===== src/rtl/opnd_pkg.sv =====
package opnd_pkg;

    typedef enum logic [3:0] {
        AM_REG    = 4'd0,
        AM_IMM    = 4'd1,
        AM_DISP   = 4'd2,
        AM_RIND   = 4'd3,
        AM_INDEX  = 4'd4,
        AM_DIRECT = 4'd5,
        AM_MIND   = 4'd6,
        AM_AINC   = 4'd7,
        AM_ADEC   = 4'd8,
        AM_SCALED = 4'd9
    } amode_e;

    localparam int unsigned MODE_LAST = 9;

    typedef enum logic [2:0] {
        ST_IDLE   = 3'd0,
        ST_ADDR   = 3'd1,
        ST_READ1  = 3'd2,
        ST_READ2  = 3'd3,
        ST_BASEWB = 3'd4,
        ST_SUMWB  = 3'd5,
        ST_DONE   = 3'd6
    } fstate_e;

    function automatic logic mode_is_legal(input logic [3:0] m);
        return m <= 4'(MODE_LAST);
    endfunction

    function automatic logic mode_has_base_update(input amode_e m);
        return (m == AM_AINC) || (m == AM_ADEC);
    endfunction

endpackage


===== src/rtl/opnd_ea_calc.sv =====
module opnd_ea_calc
    import opnd_pkg::*;
#(
    parameter int DW = 32
) (
    input  amode_e          mode,
    input  logic [DW-1:0]   konst,
    input  logic [DW-1:0]   base,
    input  logic [DW-1:0]   index,
    input  logic [1:0]      size_sel,
    output logic [DW-1:0]   ea,
    output logic [DW-1:0]   direct_opnd,
    output logic [DW-1:0]   step
);

    logic [DW-1:0] scaled_index;

    assign scaled_index = index << size_sel;
    assign step         = DW'(1) << size_sel;
    assign direct_opnd  = (mode == AM_IMM) ? konst : base;

    always_comb begin
        unique case (mode)
            AM_DISP:   ea = konst + base;
            AM_INDEX:  ea = base + index;
            AM_DIRECT: ea = konst;
            AM_SCALED: ea = konst + base + scaled_index;
            AM_RIND, AM_MIND, AM_AINC, AM_ADEC: ea = base;
            default:   ea = '0;
        endcase
    end

endmodule


===== src/rtl/opnd_ctrl_fsm.sv =====
module opnd_ctrl_fsm
    import opnd_pkg::*;
(
    input  logic      clk,
    input  logic      rst_n,
    input  logic      start,
    input  logic [3:0] mode_in,
    input  amode_e    mode_q,
    input  logic      mem_ready,
    output fstate_e   state,
    output logic      accept,
    output logic      mem_req,
    output logic      base_we,
    output logic      sum_we,
    output logic      done,
    output logic      busy
);

    fstate_e state_nx;

    assign accept = (state == ST_IDLE) && start && mode_is_legal(mode_in);

    always_ff @(posedge clk or negedge rst_n) begin
        if (!rst_n) state <= ST_IDLE;
        else        state <= state_nx;
    end

    always_comb begin
        state_nx = state;
        unique case (state)
            ST_IDLE:   if (accept) state_nx = ST_ADDR;
            ST_ADDR:   state_nx = (mode_q == AM_REG || mode_q == AM_IMM) ? ST_SUMWB : ST_READ1;
            ST_READ1: begin
                if (mem_ready) begin
                    if (mode_q == AM_MIND)                  state_nx = ST_READ2;
                    else if (mode_has_base_update(mode_q)) state_nx = ST_BASEWB;
                    else                                    state_nx = ST_SUMWB;
                end
            end
            ST_READ2:  if (mem_ready) state_nx = ST_SUMWB;
            ST_BASEWB: state_nx = ST_SUMWB;
            ST_SUMWB:  state_nx = ST_DONE;
            ST_DONE:   state_nx = ST_IDLE;
            default:   state_nx = ST_IDLE;
        endcase
    end

    always_comb begin
        mem_req = 1'b0;
        base_we = 1'b0;
        sum_we  = 1'b0;
        done    = 1'b0;
        busy    = (state != ST_IDLE);
        unique case (state)
            ST_READ1, ST_READ2: mem_req = 1'b1;
            ST_BASEWB:          base_we = 1'b1;
            ST_SUMWB:           sum_we  = 1'b1;
            ST_DONE:            done    = 1'b1;
            default: ;
        endcase
    end

    AST_BASE_BEFORE_SUM: assert property (@(posedge clk) disable iff (!rst_n)
        base_we |=> sum_we);
    AST_DONE_PULSE: assert property (@(posedge clk) disable iff (!rst_n)
        done |=> (!done && !busy));
    AST_ILLEGAL_MODE_IDLE: assert property (@(posedge clk) disable iff (!rst_n)
        (!busy && start && !mode_is_legal(mode_in)) |=> !busy);

endmodule


===== src/rtl/opnd_fetch_unit.sv =====
module opnd_fetch_unit
    import opnd_pkg::*;
#(
    parameter int DW   = 32,
    parameter int NREG = 8,
    localparam int RAW = $clog2(NREG)
) (
    input  logic            clk,
    input  logic            rst_n,
    input  logic            start,
    input  logic [3:0]      mode,
    input  logic [RAW-1:0]  rd_sel,
    input  logic [RAW-1:0]  rb_sel,
    input  logic [RAW-1:0]  ri_sel,
    input  logic [DW-1:0]   konst,
    input  logic [1:0]      size_sel,
    output logic            busy,
    output logic            done,
    output logic [DW-1:0]   result,
    output logic [RAW-1:0]  rf_rd_addr,
    input  logic [DW-1:0]   rf_rd_data,
    output logic [RAW-1:0]  rf_rb_addr,
    input  logic [DW-1:0]   rf_rb_data,
    output logic [RAW-1:0]  rf_ri_addr,
    input  logic [DW-1:0]   rf_ri_data,
    output logic            rf_we,
    output logic [RAW-1:0]  rf_waddr,
    output logic [DW-1:0]   rf_wdata,
    output logic            mem_req,
    output logic [DW-1:0]   mem_addr,
    input  logic            mem_ready,
    input  logic [DW-1:0]   mem_rdata
);

    amode_e         mode_q;
    logic [RAW-1:0] rd_q, rb_q, ri_q;
    logic [DW-1:0]  konst_q;
    logic [1:0]     size_q;
    logic [DW-1:0]  ea_q, opnd_q, rdval_q, base_q;

    fstate_e        state;
    logic           accept, base_we, sum_we;
    logic [DW-1:0]  ea, direct_opnd, step, base_upd;

    opnd_ctrl_fsm u_ctrl (
        .clk       (clk),
        .rst_n     (rst_n),
        .start     (start),
        .mode_in   (mode),
        .mode_q    (mode_q),
        .mem_ready (mem_ready),
        .state     (state),
        .accept    (accept),
        .mem_req   (mem_req),
        .base_we   (base_we),
        .sum_we    (sum_we),
        .done      (done),
        .busy      (busy)
    );

    opnd_ea_calc #(.DW(DW)) u_ea (
        .mode        (mode_q),
        .konst       (konst_q),
        .base        (rf_rb_data),
        .index       (rf_ri_data),
        .size_sel    (size_q),
        .ea          (ea),
        .direct_opnd (direct_opnd),
        .step        (step)
    );

    always_ff @(posedge clk or negedge rst_n) begin
        if (!rst_n) begin
            mode_q  <= AM_REG;
            rd_q    <= '0;
            rb_q    <= '0;
            ri_q    <= '0;
            konst_q <= '0;
            size_q  <= '0;
            ea_q    <= '0;
            opnd_q  <= '0;
            rdval_q <= '0;
            base_q  <= '0;
        end else begin
            unique case (state)
                ST_IDLE: begin
                    if (accept) begin
                        mode_q  <= amode_e'(mode);
                        rd_q    <= rd_sel;
                        rb_q    <= rb_sel;
                        ri_q    <= ri_sel;
                        konst_q <= konst;
                        size_q  <= size_sel;
                    end
                end
                ST_ADDR: begin
                    rdval_q <= rf_rd_data;
                    base_q  <= rf_rb_data;
                    ea_q    <= ea;
                    if (mode_q == AM_REG || mode_q == AM_IMM) opnd_q <= direct_opnd;
                end
                ST_READ1: begin
                    if (mem_ready) begin
                        if (mode_q == AM_MIND) ea_q   <= mem_rdata;
                        else                   opnd_q <= mem_rdata;
                    end
                end
                ST_READ2: if (mem_ready) opnd_q <= mem_rdata;
                default: ;
            endcase
        end
    end

    assign base_upd   = (mode_q == AM_ADEC) ? (base_q - step) : (base_q + step);

    assign rf_rd_addr = rd_q;
    assign rf_rb_addr = rb_q;
    assign rf_ri_addr = ri_q;
    assign rf_we      = base_we | sum_we;
    assign rf_waddr   = base_we ? rb_q : rd_q;
    assign rf_wdata   = base_we ? base_upd : (rdval_q + opnd_q);
    assign mem_addr   = ea_q;
    assign result     = opnd_q;

    AST_MEM_HOLD: assert property (@(posedge clk) disable iff (!rst_n)
        (mem_req && !mem_ready) |=> (mem_req && $stable(mem_addr)));
    AST_DIRECT_NO_MEM: assert property (@(posedge clk) disable iff (!rst_n)
        (state == ST_ADDR && (mode_q == AM_REG || mode_q == AM_IMM)) |=> !mem_req);

endmodule


===== config.mk =====
export PLATFORM = sky130hd
export DESIGN_NAME = opnd_fetch_unit
export DESIGN_NICKNAME = d
export VERILOG_FILES = /design/src/rtl/opnd_pkg.sv /design/src/rtl/opnd_ea_calc.sv /design/src/rtl/opnd_ctrl_fsm.sv /design/src/rtl/opnd_fetch_unit.sv
export SDC_FILE = /design/constraint.sdc
export NUM_CORES = 1
export LEC_CHECK = 0
export BUFFER_PORTS_ARGS = -buffer_cell sky130_fd_sc_hd__buf_4
export CORE_MARGIN = 5
export CORE_UTILIZATION = 50
export CTS_CLUSTER_SIZE = 14
export DETAILED_ROUTE_END_ITERATION = 6
export GPL_TIMING_DRIVEN = 0
export PLACE_DENSITY = 0.69
export SYNTH_ARGS = -nofsm -noshare
export SYNTH_HDL_FRONTEND = slang
export SYNTH_SLANG_ARGS = --single-unit

===== constraint.sdc =====
create_clock -name clk -period 7.19 [get_ports clk]
set_input_delay 0.3595 -clock clk [delete_from_list [all_inputs] [get_ports clk]]
set_output_delay 0.3595 -clock clk [all_outputs]
set_load 0.02 [all_outputs]

# Yosys cells after proc, flatten, opt, wreduce, memory -nomap -nowiden
# Cells that the tools add are included.
[word_totals] latch_bits=0 wordCells=81 mem_count=0 mem_bits_rw=0 romBits=0 regBits=178
[op_classes] add_sub_neg=6 shifts=2 eq_ne=21 mul=0 magnitude_cmp=1 mux=24 reduce_logical=15 n_bitwise=1 div_mod_pow=0
[op_table] cell="32-bit 2-to-1 mux" n=9
[op_table] cell="32-bit adder" n=5
[op_table] cell="32-bit case mux with 5 select lines" n=1
[op_table] cell="32-bit case mux with 3 select lines" n=1
[op_table] cell="32-bit case mux with 2 select lines" n=1
[op_table] cell="1-bit by 2-bit << shifter with 32-bit output (first input constant)" n=1
[op_table] cell="32-bit by 2-bit << shifter with 32-bit output" n=1
[op_table] cell="32-bit subtractor" n=1
[op_table] cell="3-bit 2-to-1 mux" n=6
[op_table] cell="3-bit case mux with 6 select lines" n=1
[op_table] cell="4-bit by 3-bit equality test with 1-bit output (second input constant)" n=4
[op_table] cell="2-bit inequality test (second input constant)" n=6
[op_table] cell="3-bit equality test (second input constant)" n=3
[op_table] cell="4-bit by 2-bit equality test with 1-bit output (second input constant)" n=2
[op_table] cell="4-bit equality test (second input constant)" n=2
[op_table] cell="3-bit by 2-bit equality test with 1-bit output (second input constant)" n=2
[op_table] cell="3-bit AND reduction" n=2
[op_table] cell="3-bit nonzero test" n=2
[op_table] cell="1-bit 2-to-1 mux" n=5
[op_table] cell="5-bit AND reduction" n=1
[op_table] cell="4-bit by 1-bit equality test with 1-bit output (second input constant)" n=1
[op_table] cell="4-bit less-or-equal comparator (second input constant)" n=1
[op_table] cell="4-bit zero test" n=1
[op_table] cell="4-bit OR reduction" n=1
[op_table] cell="8 further kinds" n=10

# Depth between registers and ports, before layout
# Gate-level depths: netlist of the first run.
[depth] depth_word=6 depth_mapped=21 depth_no_buf=21

# Hierarchy
# A second synthesis of the first run with hierarchy kept.
[hier_totals] hier_cells=2055 area_unflattened_um2=18422.7
[modules_own_cells] mod="opnd_fetch_unit" cells_each=1105 area_each_um2=11135.7 seq_area_each_um2=4379.2 instances=1
[modules_own_cells] mod="opnd_ea_calc" cells_each=920 area_each_um2=7054.3 seq_area_each_um2=0.0 instances=1
[modules_own_cells] mod="opnd_ctrl_fsm" cells_each=30 area_each_um2=232.7 seq_area_each_um2=75.1 instances=1

# Worst setup path before layout of the first run
# OpenSTA, ideal clock, no wires.
[synth_timing] path_type="flip-flop to output port" from="register size_q[0]" to="output rf_wdata[30]" path_stages_with_launch=21 t_arrival_ps=5101 setup_slack_ps=1730 path_buffers=3 cell_sequence="dfrtp_1 > clkbuf_1 > buf_2 > buf_1 > or2_2 > ha_1 > inv_1 > o21ai_0 > ha_1 > o21a_1 > o21ai_0 > nand2b_1 > a41oi_1 > a21oi_1 > a31oi_1 > o31ai_1 > nand2_1 > o21ai_0 > o41ai_1 > xor2_1 > o211ai_1"
[synth_between] elab_chain_len=4
[synth_lines] item="from (decl)" line_no="opnd_fetch_unit.sv:38" source="logic [1:0] size_q;"
[synth_lines] item="from (signal assigned)" line_no="opnd_fetch_unit.sv:93" source="size_q <= size_sel;"
[synth_lines] item="1-bit by 2-bit << shifter with 32-bit output *" line_no="opnd_ea_calc.sv:19" source="assign step = DW'(1) << size_sel;"
[synth_lines] item="32-bit adder or 32-bit subtractor (tied branches)" line_no="opnd_fetch_unit.sv:114" source="assign base_upd = (mode_q == AM_ADEC) ? (base_q - step) : (base_q + step);"
[synth_lines] item="32-bit 2-to-1 mux *" line_no="opnd_fetch_unit.sv:114"
[synth_lines] item="32-bit 2-to-1 mux *" line_no="opnd_fetch_unit.sv:121" source="assign rf_wdata = base_we ? base_upd : (rdval_q + opnd_q);"
[synth_lines] item="to (decl)" line_no="opnd_fetch_unit.sv:28" source="output logic [DW-1:0] rf_wdata,"
# Every way passes the cells marked *; elsewhere a longest branch is shown, timed or not.

# Final worst setup path of the first run
[layout_timing] from="register size_q[0]" to="output rf_wdata[29]"
# The elaborated chain is that of the path after synthesis.

==> results of run 1 <==
metrics by stage:
stage                     hold slack (ns)  util, %
final                               0.111     61.0
after global routing                0.120     61.0
after CTS                          0.0997     61.0
after detailed placement            0.324     59.2
after global placement              0.468     59.0
after floorplan                    0.0639        -
worst reg2reg max path, stage by stage (launching register included):
cell and delay (ns):
dfrtp_1 0.33, clkbuf_1 0.29, clkbuf_2 0.40, clkbuf_1 0.55, clkbuf_1 0.53, o21ai_0 0.21, ha_1 0.38, nor2b_1 0.16
o31ai_1 0.44, a21oi_1 0.22, a211oi_1 0.49, a21o_1 0.24, o31ai_2 0.09, nand3_1 0.17, o221ai_2 0.16, o311ai_2 0.41
mux2i_1 0.24, nand2_1 0.08, a221oi_1 0.32
metal layers:
layer / global-route usage (%) / vias up / wire [um]
li1: - / 7907 / -
met1: 45.5 / 7973 / 27800
met2: 50.9 / 748 / 28900
met3: 4.52 / 107 / 5130
met4: 10.9 / 0 / 2190
met5: 0 / - / 0
path summary, 6_finish.rpt:
path                               start             to  slack (ns)  depth (start not counted)
min                        rf_rd_data[1]     rdval_q[1]        0.11                          3
min in group asynchronous          rst_n    konst_q[17]        0.43                          2
min reg2reg                  mem_addr[3]    mem_addr[3]        0.48                          2
max                            size_q[0]   rf_wdata[29]        0.48                         19
max reg2reg                    size_q[1]   mem_addr[26]        1.38                         18
max in group asynchronous          rst_n  rf_rb_addr[0]        5.78                          3
cells by family (layout without fill, tap and decap cells):
group,Yosys count,after routing,synth area share (%)
AO/OA/AOI/OAI,661,661,25.4
AND/OR/NAND/NOR,481,481,13.1
multiplexers,178,178,13.0
flip-flops,178,178,26.1
adder cells (fa/ha/maj),161,161,12.0
XOR/XNOR,138,138,7.41
buffers and inverters,138,466,3.07
other,0,1,0
repair_timing:
item / 4_1_cts / 5_1_grt
hold buffers: 1 / 0
resized for setup: 0 / 2
hold endpoints to repair: 56 / 0
setup buffers: 0 / 0
endpoints found under the setup margin: 0 / 2
final cells by class:
class | count | area (sq um) | share of cell area (%)
inverters | 47 | 176 | 0.860
repair buffers | 296 | 2260 | 11.0
plain buffers | 91 | 349 | 1.70
well taps | 448 | 561 | 2.73
clock buffers | 20 | 447 | 2.18
diodes | 1 | 2.50 | 0.0122
clock inverters | 12 | 145 | 0.707
flip-flops and latches | 178 | 4450 | 21.7
multi-input cells | 1619 | 12100 | 59.1
synth_stat cells (all sizes together) (15+ instances only):
library cell and n:
a21oi 209, dfrtp 178, ha 156, nand2 154
o21ai 152, nor2 147, mux2 109, clkbuf 84
xnor2 76, a21o 75, xor2 58, inv 47
mux2i 45, nand3 36, nor3 26, a222oi 25
mux4 24, nor2b 24, a31oi 23, nand2b 20
o21a 20, a211oi 17, a221oi 17, o211ai 17
nand4 16, a22oi 15
registers in the layout, indices dropped and copies added, names as in the netlist:
| signal | cells |
|---|---|
| mem_addr | 32 |
| rf_ri_addr | 3 |
| u_ctrl.state | 3 |
| konst_q | 32 |
| size_q | 2 |
| mode_q | 4 |
| base_q | 32 |
| rdval_q | 32 |
| result | 32 |
| rf_rb_addr | 3 |
| rf_rd_addr | 3 |
==> results.yml, run 1 <==
placement:
  placed_cell_area_sq_mm: 0.0199
  io_buffers: 290
  post-place-ws_ns: 0.798
  dp_hpwl_mm: 53.3
  dp_cells: 2677
  finalWeightedCongestion: 0.986
floorplan:
  start_util_pct: 50.9
  ioPinCount: 291
  core_sq_mm: 0.0336
  die_x_um: 195
  die_area_sq_mm: 0.0380
  fp.dieH_um: 195
  num_rows: 67
grt:
  grt_pass1_vias: 16000
  grt_max_degree: 123
  grt_usage_pct: 32.2
  antenna_found_initial: 1
  grt_pass1_wl_mm: 95.2
  grt-ovfl-total: 0
detailed_routing:
  antenna_left: 0
  first_pass_iters: 6
  wl_mm: 64.0
  drt_iter0_drc: 1504
  vias_per_cell: 6.17
  avgRoutedWirePerCell_um: 23.6
  drcViolationCount: 0
  vias: 16700
synthesis:
  synthTopCellsByArea: "dfrtp_1 (26%), ha_1 (11%), mux2_2 (7.2%), a21oi_1 (6.0%), o21ai_0 (4.2%)"
  postSynth.asyncResetShare_pct: 100
  synth_top_area_share_pct: 26.1
  syn_nets: 2275
  synth_area_leader_cell: "dfrtp_1"
  synth_cells: 1935
  seq_area_frac_synth_pct: 26.1
  syn_area_sq_mm: 0.0171
  avgSynthCellArea_sq_um: 8.84
  synth_seq_cells: 178
  synth.distinct_cells: 87
  yosys_warnings: 0
  synth_edf_count: 0
  synth_ff_type: "dfrtp_1"
setup_path:
  endpoint_kind: "output pin"
  path_buf_inv: 4
  required_ns: 6.83
  critical_path.slowest_cell: "a2111oi_0"
  critPathLaunchType: "register"
  critical_path.max_fanout: 10
  cp.arrival_ns: 6.36
  critPathMaxStageDelay_ns: 0.64
  crit_type: "register to output pin"
  path_cells: "clkbuf_1 -> buf_2 -> buf_1 -> nand2b_1 -> ha_1 -> a21oi_1 -> ha_1 -> nor2b_1 -> o21ai_0 -> a21boi_0 -> o211ai_1 -> nand3_1 -> a2111oi_0 -> o31ai_1 -> a221o_1 -> a31oi_1 -> xor2_1 -> o21ai_0 -> buf_4"
  critPathTopFamily: "compound AO/OA/AOI/OAI gates"
layout:
  layout_commonest_cell: "buf_4"
  areaGrowthSynthToFinish_pct: 20.0
  fillers: 2998
  drive_above_1_share_pct: 22.0
  mostFrequentLayoutCells: "buf_4 (291), a21oi_1 (204), dfrtp_1 (178)"
  nNetsFinal: 2590
  design_area_sq_mm: 0.0205
  finalNonFillerCells: 2712
sta:
  worst_pin_slew_ns: 1.14
  rsz0062_at_grt: "no"
  hold_viol: 0
  finClkSkew_ns: 0.0158
  clock.fmax_mhz: 149
  tns_ns: 0
  fin_crit_ns: 6.71
  setup_violations: 0
  finalCritPeriodShare_pct: 93.4
  setup_slack_ns: 0.475
  finalMaxSlewViolations: 0
  max_slew_margin_pct: 23.2
cts:
  cts_tree: "done"
  root_buffer: "clkbuf_16"
  clock-sinks: 178
  clockBufferDepth: 2
  htree_levels: 4
  clk-insertion-delay-late_ns: 0.46
  cts_buffers: 17
  path_clk_slew_ns: 0.08
min_path:
  hp-class: "primary input to register"
run:
  cap_violations: 0
outcome:
  status: "complete, no violations"
Power of run 1 is not shown: default switching activity piles up to over one toggle a cycle in this logic, so the estimate is an artifact.
==> inputs of run 2 (changes only) <==
==> constraint.sdc (replaced) <==
create_clock -name clk -period 7.19 [get_ports clk]
set_input_delay 1.0785 -clock clk [delete_from_list [all_inputs] [get_ports clk]]
set_output_delay 1.0785 -clock clk [all_outputs]
set_load 0.02 [all_outputs]
==> run 2 against run 1 <==
Net effect:
- the flow now finishes with violations (DRC)
- worst hold slack improved by 0.37 ns
- sequential share of layout area about the same
- via count fell by 0.20%
- count of clock-buffer cells in the layout did not move
- final cell count is 0.11% lower
- final area about the same
- routed wire length shrank 0.34%
- die area is the same
- first-iteration DRC count increased by 6.5%
- clock skew decreased by 0.0028 ns
- largest cell class unchanged
- highest routed layer unchanged
==> results.yml, run 2 (synthesis results as in run 1) <==
layout:
  drive_above_1_share_pct: 22.0
  nNetsFinal: 2587
  mostFrequentLayoutCells: "buf_4 (291), a21oi_1 (204), dfrtp_1 (178)"
  layout_commonest_cell: "buf_4"
  areaGrowthSynthToFinish_pct: 20.0
  fillers: 2996
  design_area_sq_mm: 0.0205
  finalNonFillerCells: 2709
floorplan:
  die_x_um: 195
  fp.dieH_um: 195
  die_area_sq_mm: 0.0380
  start_util_pct: 50.9
  ioPinCount: 291
  num_rows: 67
  core_sq_mm: 0.0336
placement:
  dp_cells: 2677
  placed_cell_area_sq_mm: 0.0199
  io_buffers: 290
  finalWeightedCongestion: 0.986
  dp_hpwl_mm: 53.3
detailed_routing:
  drcViolationCount: 1
  vias_per_cell: 6.17
  drt_iter0_drc: 1602
  antenna_left: 0
  vias: 16700
  avgRoutedWirePerCell_um: 23.6
  first_pass_iters: 7
  wl_mm: 63.8
setup_path:
  critical_path.max_fanout: 19
  critPathLaunchType: "register"
  endpoint_kind: "output pin"
  required_ns: 6.11
  worstSetupStartpoint: "size_q[0]"
  cp.arrival_ns: 5.78
  worstReg2RegStart: "size_q[0]"
  crit_type: "register to output pin"
cts:
  path_clk_slew_ns: 0.08
  clk-insertion-delay-late_ns: 0.46
  htree_levels: 4
  cts_tree: "done"
  clockBufferDepth: 2
  hold_buffers: 0
  root_buffer: "clkbuf_16"
  clock-sinks: 178
  cts_buffers: 17
grt:
  antenna_found_initial: 1
  grt_pass1_vias: 15900
  grt_usage_pct: 32.1
  grt_max_degree: 123
  grt_pass1_wl_mm: 94.9
  grt-ovfl-total: 0
sta:
  setup_violations: 0
  fin_hold_ws_ns: 0.482
  fin_crit_ns: 6.86
  tns_ns: 0
  finClkSkew_ns: 0.0130
  rsz0062_at_grt: "no"
  max_slew_margin_pct: 18.4
  finalMaxSlewViolations: 0
  worst_pin_slew_ns: 1.21
  clock.fmax_mhz: 146
  hold_viol: 0
  finalCritPeriodShare_pct: 95.4
outcome:
  status: "finished with violations"
  violations: "DRC"
run:
  cap_violations: 0
min_path:
  hp-start: "mem_addr[3]"
  hp-class: "register to register"
==> run 2: layer usage <==
| metal | vias to the layer above | global-route usage, % | routed length, um |
|---|---|---|---|
| met3 | 115 | 4.50 | 4980 |
| met5 | - | 0 | 0 |
| li1 | 7899 | - | - |
| met4 | 0 | 10.7 | 2170 |
| met1 | 7984 | 45.5 | 27900 |
| met2 | 704 | 50.7 | 28700 |
==> run 2: worst paths after layout <==
| kind | to | cells after the start | slack, ns |
|---|---|---|---|
| setup / recovery | rf_wdata[29] | 18 | 0.33 |
| hold / removal | mem_addr[3] | 2 | 0.48 |
| setup reg to reg | mem_addr[31] | 17 | 1.50 |
| hold reg to reg | mem_addr[3] | 2 | 0.48 |
| max in group asynchronous | rdval_q[21] | 2 | 5.62 |
| min in group asynchronous | konst_q[17] | 1 | 0.55 |
==> run 2: timing repair <==
| item | 4_1_cts | 5_1_grt |
|---|---|---|
| endpoints found under the setup margin | 7 | 4 |
| buffers inserted | 0 | 0 |
| gates resized for setup | 1 | 6 |
==> run 2: cell type report <==
cell class / instances / area (sq um) / share of cell area [%]
Antenna cell: 1 / 2.50 / 0.0122
Tap cell: 448 / 561 / 2.73
Inverter: 47 / 176 / 0.860
Clock buffer: 20 / 447 / 2.18
Timing Repair Buffer: 295 / 2250 / 11.0
Multi-Input combinational cell: 1619 / 12100 / 59.1
Sequential cell: 178 / 4450 / 21.7
Clock inverter: 12 / 145 / 0.708
Buffer: 89 / 348 / 1.70
==> run 2: critical path, stage by stage, from the launching register on <==
cell and delay (ns):
dfrtp_1 0.33, clkbuf_1 0.28, clkbuf_4 0.43, nand2b_1 0.25, ha_1 0.36, a21oi_1 0.28
ha_1 0.29, nor2b_1 0.12, o21ai_0 0.21, a21boi_0 0.20, o211ai_1 0.34, nand3_1 0.18
a2111oi_0 0.63, o31ai_1 0.30, a221o_1 0.40, a31oi_1 0.21, xor2_1 0.09, o21ai_0 0.22
buf_4 0.19
==> run 2: metrics by stage <==
| stage | util (%) | setup WS [ns] |
|---|---|---|
| final | 61.0 | 0.333 |
| after global routing | 61.0 | 0.0177 |
| after CTS | 61.0 | 0.209 |
| after detailed placement | 59.2 | 0.0791 |
| after global placement | 59.0 | -0.748 |
| after floorplan | - | 1.01 |
Power of run 2 is left out for the same reason.
